**config.mk**
```make
export PLATFORM = sky130hd
export DESIGN_NAME = frame_write_parser
export DESIGN_NICKNAME = d
export VERILOG_FILES = /design/src/rtl/fwp_pkg.sv /design/src/rtl/fwp_seq.sv /design/src/rtl/fwp_burst.sv /design/src/rtl/fwp_ack.sv /design/src/rtl/frame_write_parser.sv
export SDC_FILE = /design/constraint.sdc
export NUM_CORES = 1
export LEC_CHECK = 0
export ABC_AREA = 1
export CORE_MARGIN = 2
export CORE_UTILIZATION = 31
export CTS_BUF_LIST = sky130_fd_sc_hd__clkbuf_16
export CTS_CLUSTER_DIAMETER = 30
export DETAILED_ROUTE_END_ITERATION = 7
export SYNTH_ARGS = -nofsm -noshare
export SYNTH_HDL_FRONTEND = slang
export SYNTH_SLANG_ARGS = --single-unit
```
**constraint.sdc**
```tcl
create_clock -name clk -period 1.4 [get_ports clk]
set_input_delay 0.28 -clock clk [delete_from_list [all_inputs] [get_ports clk]]
set_output_delay 0.28 -clock clk [all_outputs]
set_load 0.005 [all_outputs]
```
**src/rtl/fwp_pkg.sv**
```systemverilog
package fwp_pkg;

  typedef enum logic [2:0] {
    ST_IDLE = 3'd0,
    ST_CMD  = 3'd1,
    ST_ADDR = 3'd2,
    ST_LEN  = 3'd3,
    ST_DATA = 3'd4
  } fwp_state_e;

  localparam logic [7:0] MARK_DEF   = 8'h00;
  localparam logic [7:0] CMD_WR_DEF = 8'h20;
  localparam logic [7:0] ACK_DEF    = 8'hA5;

endpackage

```
**src/rtl/fwp_seq.sv**
```systemverilog
module fwp_seq
  import fwp_pkg::*;
#(
  parameter int unsigned ADDR_W = 16,
  parameter int unsigned DATA_W = 8,
  parameter logic [DATA_W-1:0] MARK   = MARK_DEF,
  parameter logic [DATA_W-1:0] CMD_WR = CMD_WR_DEF
) (
  input  logic              clk,
  input  logic              rst_n,
  input  logic              rx_vld,
  input  logic [DATA_W-1:0] rx_byte,
  input  logic              last_beat,
  output logic              addr_ld,
  output logic              len_ld,
  output logic              beat,
  output logic              ack_trig
);

  localparam int unsigned ADDR_BYTES = ADDR_W / DATA_W;
  localparam int unsigned IDX_W      = (ADDR_BYTES > 1) ? $clog2(ADDR_BYTES) : 1;
  localparam logic [IDX_W-1:0] IDX_LAST = IDX_W'(ADDR_BYTES - 1);

  fwp_state_e       st_q, st_d;
  logic [IDX_W-1:0] idx_q, idx_d;
  logic             ackreq_q, ackreq_d;

  always_comb begin
    st_d     = st_q;
    idx_d    = idx_q;
    ackreq_d = ackreq_q;
    if (rx_vld) begin
      unique case (st_q)
        ST_IDLE: begin
          if (rx_byte == MARK) st_d = ST_CMD;
        end
        ST_CMD: begin
          if (rx_byte[DATA_W-1:1] == CMD_WR[DATA_W-1:1]) begin
            st_d     = ST_ADDR;
            ackreq_d = rx_byte[0];
            idx_d    = '0;
          end else begin
            st_d = ST_IDLE;
          end
        end
        ST_ADDR: begin
          if (idx_q == IDX_LAST) st_d = ST_LEN;
          else                   idx_d = idx_q + 1'b1;
        end
        ST_LEN: st_d = ST_DATA;
        ST_DATA: begin
          if (last_beat) st_d = ST_IDLE;
        end
        default: st_d = ST_IDLE;
      endcase
    end
  end

  always_ff @(posedge clk or negedge rst_n) begin
    if (!rst_n) begin
      st_q     <= ST_IDLE;
      idx_q    <= '0;
      ackreq_q <= 1'b0;
    end else if (rx_vld) begin
      st_q     <= st_d;
      idx_q    <= idx_d;
      ackreq_q <= ackreq_d;
    end
  end

  assign addr_ld  = rx_vld && (st_q == ST_ADDR);
  assign len_ld   = rx_vld && (st_q == ST_LEN);
  assign beat     = rx_vld && (st_q == ST_DATA);
  assign ack_trig = beat && last_beat && ackreq_q;

endmodule

```
**src/rtl/fwp_burst.sv**
```systemverilog
module fwp_burst #(
  parameter int unsigned ADDR_W = 16,
  parameter int unsigned DATA_W = 8
) (
  input  logic              clk,
  input  logic              rst_n,
  input  logic [DATA_W-1:0] rx_byte,
  input  logic              addr_ld,
  input  logic              len_ld,
  input  logic              beat,
  output logic              last_beat,
  output logic [ADDR_W-1:0] bus_addr,
  output logic [DATA_W-1:0] bus_wdata,
  output logic              bus_we
);

  localparam int unsigned CNT_W = DATA_W + 1;
  localparam logic [CNT_W-1:0] CNT_FULL = CNT_W'(1) << DATA_W;
  localparam logic [CNT_W-1:0] CNT_ONE  = CNT_W'(1);

  logic [ADDR_W-1:0] addr_q, addr_d;
  logic [CNT_W-1:0]  rem_q, rem_d;
  logic [ADDR_W-1:0] baddr_q;
  logic [DATA_W-1:0] bdata_q;
  logic              we_q;

  always_comb begin
    addr_d = addr_q;
    rem_d  = rem_q;
    if (addr_ld) begin
      addr_d = (addr_q << DATA_W) | ADDR_W'(rx_byte);
    end
    if (len_ld) begin
      rem_d = (rx_byte == '0) ? CNT_FULL : {1'b0, rx_byte};
    end
    if (beat) begin
      addr_d = addr_q + 1'b1;
      rem_d  = rem_q - 1'b1;
    end
  end

  assign last_beat = (rem_q == CNT_ONE);

  always_ff @(posedge clk or negedge rst_n) begin
    if (!rst_n) begin
      addr_q <= '0;
      rem_q  <= '0;
    end else if (addr_ld || len_ld || beat) begin
      addr_q <= addr_d;
      rem_q  <= rem_d;
    end
  end

  always_ff @(posedge clk or negedge rst_n) begin
    if (!rst_n) begin
      we_q <= 1'b0;
    end else begin
      we_q <= beat;
    end
  end

  always_ff @(posedge clk or negedge rst_n) begin
    if (!rst_n) begin
      baddr_q <= '0;
      bdata_q <= '0;
    end else if (beat) begin
      baddr_q <= addr_q;
      bdata_q <= rx_byte;
    end
  end

  assign bus_addr  = baddr_q;
  assign bus_wdata = bdata_q;
  assign bus_we    = we_q;

endmodule

```
**src/rtl/fwp_ack.sv**
```systemverilog
module fwp_ack #(
  parameter int unsigned DATA_W = 8,
  parameter logic [DATA_W-1:0] ACK_CODE = 8'hA5
) (
  input  logic              clk,
  input  logic              rst_n,
  input  logic              ack_trig,
  input  logic              ack_busy,
  output logic              ack_vld,
  output logic [DATA_W-1:0] ack_byte
);

  logic              pend_q, pend_d;
  logic              vld_q;
  logic [DATA_W-1:0] byte_q;
  logic              fire;

  assign fire = pend_q && !ack_busy;

  always_comb begin
    if (fire) pend_d = ack_trig;
    else      pend_d = pend_q || ack_trig;
  end

  always_ff @(posedge clk or negedge rst_n) begin
    if (!rst_n) begin
      pend_q <= 1'b0;
      vld_q  <= 1'b0;
    end else begin
      pend_q <= pend_d;
      vld_q  <= fire;
    end
  end

  always_ff @(posedge clk or negedge rst_n) begin
    if (!rst_n) begin
      byte_q <= '0;
    end else if (fire) begin
      byte_q <= ACK_CODE;
    end
  end

  assign ack_vld  = vld_q;
  assign ack_byte = byte_q;

endmodule

```
**src/rtl/frame_write_parser.sv**
```systemverilog
module frame_write_parser
  import fwp_pkg::*;
#(
  parameter int unsigned ADDR_W = 16,
  parameter int unsigned DATA_W = 8,
  parameter logic [DATA_W-1:0] MARK     = MARK_DEF,
  parameter logic [DATA_W-1:0] CMD_WR   = CMD_WR_DEF,
  parameter logic [DATA_W-1:0] ACK_CODE = ACK_DEF
) (
  input  logic              clk,
  input  logic              rst_n,
  input  logic              rx_vld,
  input  logic [DATA_W-1:0] rx_byte,
  input  logic              ack_busy,
  output logic [ADDR_W-1:0] bus_addr,
  output logic [DATA_W-1:0] bus_wdata,
  output logic              bus_we,
  output logic              ack_vld,
  output logic [DATA_W-1:0] ack_byte
);

  logic addr_ld, len_ld, beat, ack_trig, last_beat;

  fwp_seq #(
    .ADDR_W (ADDR_W),
    .DATA_W (DATA_W),
    .MARK   (MARK),
    .CMD_WR (CMD_WR)
  ) u_seq (
    .clk       (clk),
    .rst_n     (rst_n),
    .rx_vld    (rx_vld),
    .rx_byte   (rx_byte),
    .last_beat (last_beat),
    .addr_ld   (addr_ld),
    .len_ld    (len_ld),
    .beat      (beat),
    .ack_trig  (ack_trig)
  );

  fwp_burst #(
    .ADDR_W (ADDR_W),
    .DATA_W (DATA_W)
  ) u_burst (
    .clk       (clk),
    .rst_n     (rst_n),
    .rx_byte   (rx_byte),
    .addr_ld   (addr_ld),
    .len_ld    (len_ld),
    .beat      (beat),
    .last_beat (last_beat),
    .bus_addr  (bus_addr),
    .bus_wdata (bus_wdata),
    .bus_we    (bus_we)
  );

  fwp_ack #(
    .DATA_W   (DATA_W),
    .ACK_CODE (ACK_CODE)
  ) u_ack (
    .clk      (clk),
    .rst_n    (rst_n),
    .ack_trig (ack_trig),
    .ack_busy (ack_busy),
    .ack_vld  (ack_vld),
    .ack_byte (ack_byte)
  );

endmodule

```
## Yosys cells after proc, flatten, opt, wreduce, memory -nomap -nowiden

Index checks and enable logic that the tools add are counted.

| storage, ports and cells | value |
|---|---|
| memories | 0 |
| register bits after elaboration | 58 |
| latch bits | 0 |
| word-level logic and storage cells | 59 |
| output and inout bits | 34 |
| RAM bits | 0 |
| ROM bits | 0 |

| cells by class | value |
|---|---|
| reductions and logical operators | 20 |
| multipliers | 0 |
| shifts and indexed selects | 0 |
| magnitude comparators | 0 |
| bitwise operators | 1 |
| add/sub/neg operators | 3 |
| divide/modulo/power cells | 0 |
| eq/ne operators | 10 |
| multiplexer cells | 14 |

Operators with widths:

| cell | count |
|---|---|
| two-way mux 16 bit | 2 |
| two-way mux 9 bit | 3 |
| adder 16 x 1 -> 16 bit, second input constant | 1 |
| bitwise OR 16 x 8 -> 16 bit | 1 |
| one-hot mux 3 bit (5 select lines) | 1 |
| equality test 9 x 1 -> 1 bit, second input constant | 1 |
| two-way mux 3 bit | 3 |
| subtractor 9 x 1 -> 9 bit, second input constant | 1 |
| logical NOT 8 bit | 1 |
| inequality test 2 x 1 -> 1 bit, second input constant | 4 |
| equality test 7 x 5 -> 1 bit, second input constant | 1 |
| equality test 3 x 2 -> 1 bit, second input constant | 2 |
| logical AND 1 bit | 6 |
| AND reduction 3 bit | 2 |
| nonzero test 2 bit | 3 |
| AND reduction 2 bit | 2 |
| AND reduction 4 bit | 1 |
| equality test 3 x 1 -> 1 bit, second input constant | 1 |
| equality test 3 bit, second input constant | 1 |
| logical NOT 3 bit | 1 |
| logical OR 1 bit | 3 |
| two-way mux 1 bit | 3 |
| two-way mux 2 bit | 1 |
| one-hot mux 1 bit (2 select lines) | 1 |
| other kinds (2) | 2 |

## Logic depth before layout (Yosys ltp)

| depth | value |
|---|---|
| depth in word-level cells | 6 |
| mapped depth | 9 |

## Cells and area by module

A second synthesis with hierarchy kept.

| second synthesis, totals | value |
|---|---|
| cell total of the unflattened synthesis | 419 |
| area, all modules | 3153.0 um2 |

By module, submodules not included:

| module | times used | area each (um2) | sequential area each (um2) | cells each |
|---|---|---|---|---|
| fwp_burst | 1 | 2620.0 | 1251.2 | 341 |
| fwp_seq | 1 | 366.6 | 125.1 | 59 |
| fwp_ack | 1 | 166.4 | 75.1 | 19 |

## Worst setup path after synthesis

OpenSTA, ideal clock, no wires.

| timing | value |
|---|---|
| path type | reg2reg |
| from | register u_seq.st_q[2] |
| to | register u_burst.addr_q[8] |
| setup slack | 0.086 ns |
| arrival | 1.191 ns |
| library setup time | 0.123 ns |
| clock period less this slack | 1.314 ns |
| data required time | 1.277 ns |
| cell stages (with the launch flop) | 8 |
| path through | dfrtp_1 -> nor2_1 -> nand3_1 -> buf_2 -> o21ai_0 -> inv_1 -> o21ai_0 -> nand2_1 |

| between the ends | value |
|---|---|
| word-level cells in the longest chain between the ends | 5 |

Ends and longest elaborated chain:

| element | RTL line | source |
|---|---|---|
| start: declaration | fwp_seq.sv:24 | `fwp_state_e st_q, st_d;` |
| start signal: assignment | fwp_seq.sv:65 | `st_q <= st_d;` |
| equality test 3 x 2 -> 1 bit, on equally long branches | fwp_seq.sv:71, fwp_seq.sv:72 |  |
| logical AND 1 bit, on equally long branches | fwp_seq.sv:71, fwp_seq.sv:72 |  |
| logical OR 1 bit (2 in series) | fwp_burst.sv:48 | `end else if (addr_ld \|\| len_ld \|\| beat) begin` |
| AND reduction 2 bit (no source line) | -- |  |
| end signal: assignment | fwp_burst.sv:49 | `addr_q <= addr_d;` |
| end: declaration | fwp_burst.sv:21 | `logic [ADDR_W-1:0] addr_q, addr_d;` |

Parallel ways exist; a longest one is shown, timed or not.
A chain may end at the register's enable or synchronous reset.

## Final worst setup path

| timing | value |
|---|---|
| from | register u_seq.st_q[2] |
| to | register u_burst.rem_q[2] |

| between the ends | value |
|---|---|
| word-level cells in the longest chain between the ends | 5 |

Ends and longest elaborated chain:

| element | RTL line | source |
|---|---|---|
| equality test 3 x 2 -> 1 bit, on equally long branches | fwp_seq.sv:71, fwp_seq.sv:72 |  |
| logical AND 1 bit, on equally long branches | fwp_seq.sv:71, fwp_seq.sv:72 |  |
| logical OR 1 bit (2 in series) | fwp_burst.sv:48 |  |
| AND reduction 2 bit (no source line) | -- |  |
| end signal: assignment | fwp_burst.sv:50 | `rem_q <= rem_d;` |
| end: declaration | fwp_burst.sv:22 | `logic [CNT_W-1:0] rem_q, rem_d;` |

Parallel ways exist; a longest one is shown, timed or not.

==> summary.txt <==
RSZ-0062 raised after global routing: yes
Placed Area: 3964 µm²
Initial antenna violation count: 0
Global route overflow: 0
Clock tree buffer depth: 2
Via density: 4.911
Critical path capture point type: register
Starting Density: 31.69%
Endpoints failing setup: 16
Pin count of the biggest net entering global routing: 59
Hold Crit Start: u_burst.bus_wdata[1]
Vias post-DR: 3305
Mean Syn Cell Area: 7.256 µm²
GPL Wtd Cong: 0.9147
Number of flops mapped to enable cells by yosys: 0
Vias in the first global route: 2968
Failing checks: negative setup slack
Core area: 9684 µm²
Final ANT Viol Nets: 0
Area grow syn2layout: 55.85%
Rows: 36
Clk sinks: 58
Share of cells above drive strength 1: 28.15%
Die Y: 103.5 µm
Worst path required time: 1650 ps
Clock transition at path regs: 50 ps
Die ar.: 10710 µm²
Clock Latency Late Sink: 330 ps
Fin crit share: 107.9%
Final period demand of the worst path: 1510 ps
Peak VDD IR: 0.8198 mV
Cell accounting for the most synthesized area: dfrtp_1
FFs w/ async S/R, synth: 100.0%
Register area share after synthesis: 47.29%
Mapped cell area: 3069 µm²
Setup slack after layout: -110.0 ps
Routed WL per cell: 14.18 µm
Max H-tree Level: 3
Clock root cell: clkbuf_16
Aggregate global-route resource usage: 16.64%
First DRT Iteration DRCs: 336
Synth Register Bits: 58
WL final: 9545 µm
Die X: 103.5 µm
Status: finished, violations left
Detail Placement HPWL: 6035 µm
Port bufs: 41
Fin nets: 550
Worst Skew: 6.813 ps
Number of CTS-inserted buffers: 9
Worst EP arrival: 1760 ps
TritonRoute pass-1 iters: 5
LEAKAGE: 2.407 nW
Post-Place Setup Slack: -420.0 ps
Yosys warns: 0
Critical Path Fanout Max: 6
Hold Crit Class: reg2reg
Final hold violation count: 0
Kind of critical path: reg2reg
Synth top area share: 47.29%
Area contributors post-synth: dfrtp_1, nand2_1, nor2_1
Max Cap Viol: 0
Finished layout cell area: 4783 µm²
Synth unique cells: 26
Post-synth top flop: dfrtp_1
Synth Instances: 423
DRC: 0
Max Fclk: 0.6622 GHz
Reg-to-reg startpoint: u_seq.st_q[2]
Worst setup SP type: register
Top-count cell post-synth: nand2_1
Setup crit start: u_seq.st_q[2]
Power density over cell area: 1519 nW/µm²
Ant. Diodes: 0
TritonCTS clock tree: yes
Max Slew Vio Count: 0
I/O Pins: 46
Post-synth top cells: nand2_1, nor2_1, dfrtp_1, inv_1, o21ai_0
First-pass GRT wire length: 14370 µm
## kinds of logic (layout without fill, tap and decap cells)
group / count (synthesis) / after routing / synth area share, %
other: 1 / 4 / 0.1222
adders and majority gates: 3 / 3 / 1.223
xor gates and xnor gates: 1 / 1 / 0.2854
buffers and inverters: 62 / 176 / 9.091
DFF: 58 / 58 / 47.29
AOI/OAI and AO/OA: 64 / 64 / 11.29
and+or+nand+nor: 234 / 234 / 30.70
## where the power goes
group          internal [W]  leakage [nW]  switching, W
Clock               0.00154         0.154      0.000781
Combinational       0.00106          1.50       0.00125
Sequential          0.00216         0.755      0.000476
Total               0.00476          2.41       0.00250
## metrics by stage
stage	utilization [%]	TNS (ps)	hold WS, ps	std cells	total power (W)
floorplan	-	0	-15.59	426	0.003580
global placement	40.93	-14710	311.7	634	0.004606
detailed placement	40.93	-15590	312.4	634	0.004643
CTS	44.70	-13.32	471.9	657	0.006917
global route	49.39	-3257	496.1	673	0.007723
finish	49.39	-539.6	472.0	673	0.007266
## sequential cells by signal, summed over array words and instances (netlist names)
register and cells:
u_burst.addr_q 16, u_burst.bus_addr 16, u_burst.rem_q 9, u_burst.bus_wdata 8
u_seq.st_q 3, u_ack.ack_byte 1, u_ack.ack_vld 1, u_ack.pend_q 1
u_burst.bus_we 1, u_seq.ackreq_q 1, u_seq.idx_q 1
## routing by layer
layer | global-route usage, % | vias up | part of all wire (%)
li1 | - | 1566 | -
met1 | 22.08 | 1553 | 42
met2 | 27.01 | 153 | 49
met3 | 3.524 | 33 | 6.4
met4 | 5.792 | 0 | 2.9
met5 | 0 | - | 0
## timing repair
action	in CTS	in global routing
hold buffers	1	0
resized for setup	46	95
setup endpoints to repair	49	44
pin swaps	0	28
buffers inserted	6	13
endpoints found under the hold margin	58	0
gates cloned	0	4
## worst paths after layout
| check | cells after the start | end | slack (ps) |
|---|---|---|---|
| setup / recovery | 8 | u_burst.rem_q[2] | -110 |
| hold / removal | 2 | u_burst.bus_wdata[1] | 470 |
| setup reg to reg | 8 | u_burst.rem_q[2] | -110 |
| hold reg to reg | 2 | u_burst.bus_wdata[1] | 470 |
| max in group asynchronous | 3 | u_seq.st_q[0] | 630 |
| min in group asynchronous | 3 | u_ack.ack_byte[0] | 490 |
## critical path: stages (launching register included)
cell and delay, ps:
dfrtp_1 430, buf_6 140, nand2_1 80, nor2_4 160
buf_6 160, buf_6 130, buf_4 110, o21ai_0 90
a31oi_1 130
## final cells by class
| class | count | area, µm² |
|---|---|---|
| tap | 133 | 166.4 |
| sequential | 58 | 1454 |
| timing repair buffer | 118 | 1074 |
| multi-input combinational | 306 | 1619 |
| fill | 905 | 4901 |
| inverter | 42 | 160.2 |
| clock buffer | 9 | 225.2 |
| clock inverter | 7 | 85.08 |
## cells in the final DEF, fill, tap and decap left out, types with 2 or more instances in the layout
cell,Yosys,final
a21oi_1,9,6
a21oi_2,0,2
a31oi_1,2,2
buf_12,0,4
buf_2,10,2
buf_4,9,58
buf_6,0,11
bufinv_16,0,2
clkbuf_16,0,11
clkdlybuf4s15_1,0,2
clkdlybuf4s50_1,0,9
clkinv_2,0,2
conb_1,1,4
dfrtp_1,58,56
dfrtp_2,0,2
dlygate4sd2_1,0,29
ha_1,3,2
inv_1,42,40
inv_2,0,2
nand2_1,119,108
nand2_2,1,6
nand2_4,0,5
nand3_1,27,18
nand3_2,1,9
nand4_1,3,3
nor2_1,76,56
nor2_2,0,11
nor2_4,0,9
nor3_2,0,3
o211ai_1,4,4
o21a_1,2,2
o21ai_0,41,22
o21ai_1,2,16
o21ai_2,0,5
o21bai_1,2,2
or2_2,2,2
Note: power is estimated with default switching activity, not from simulation.
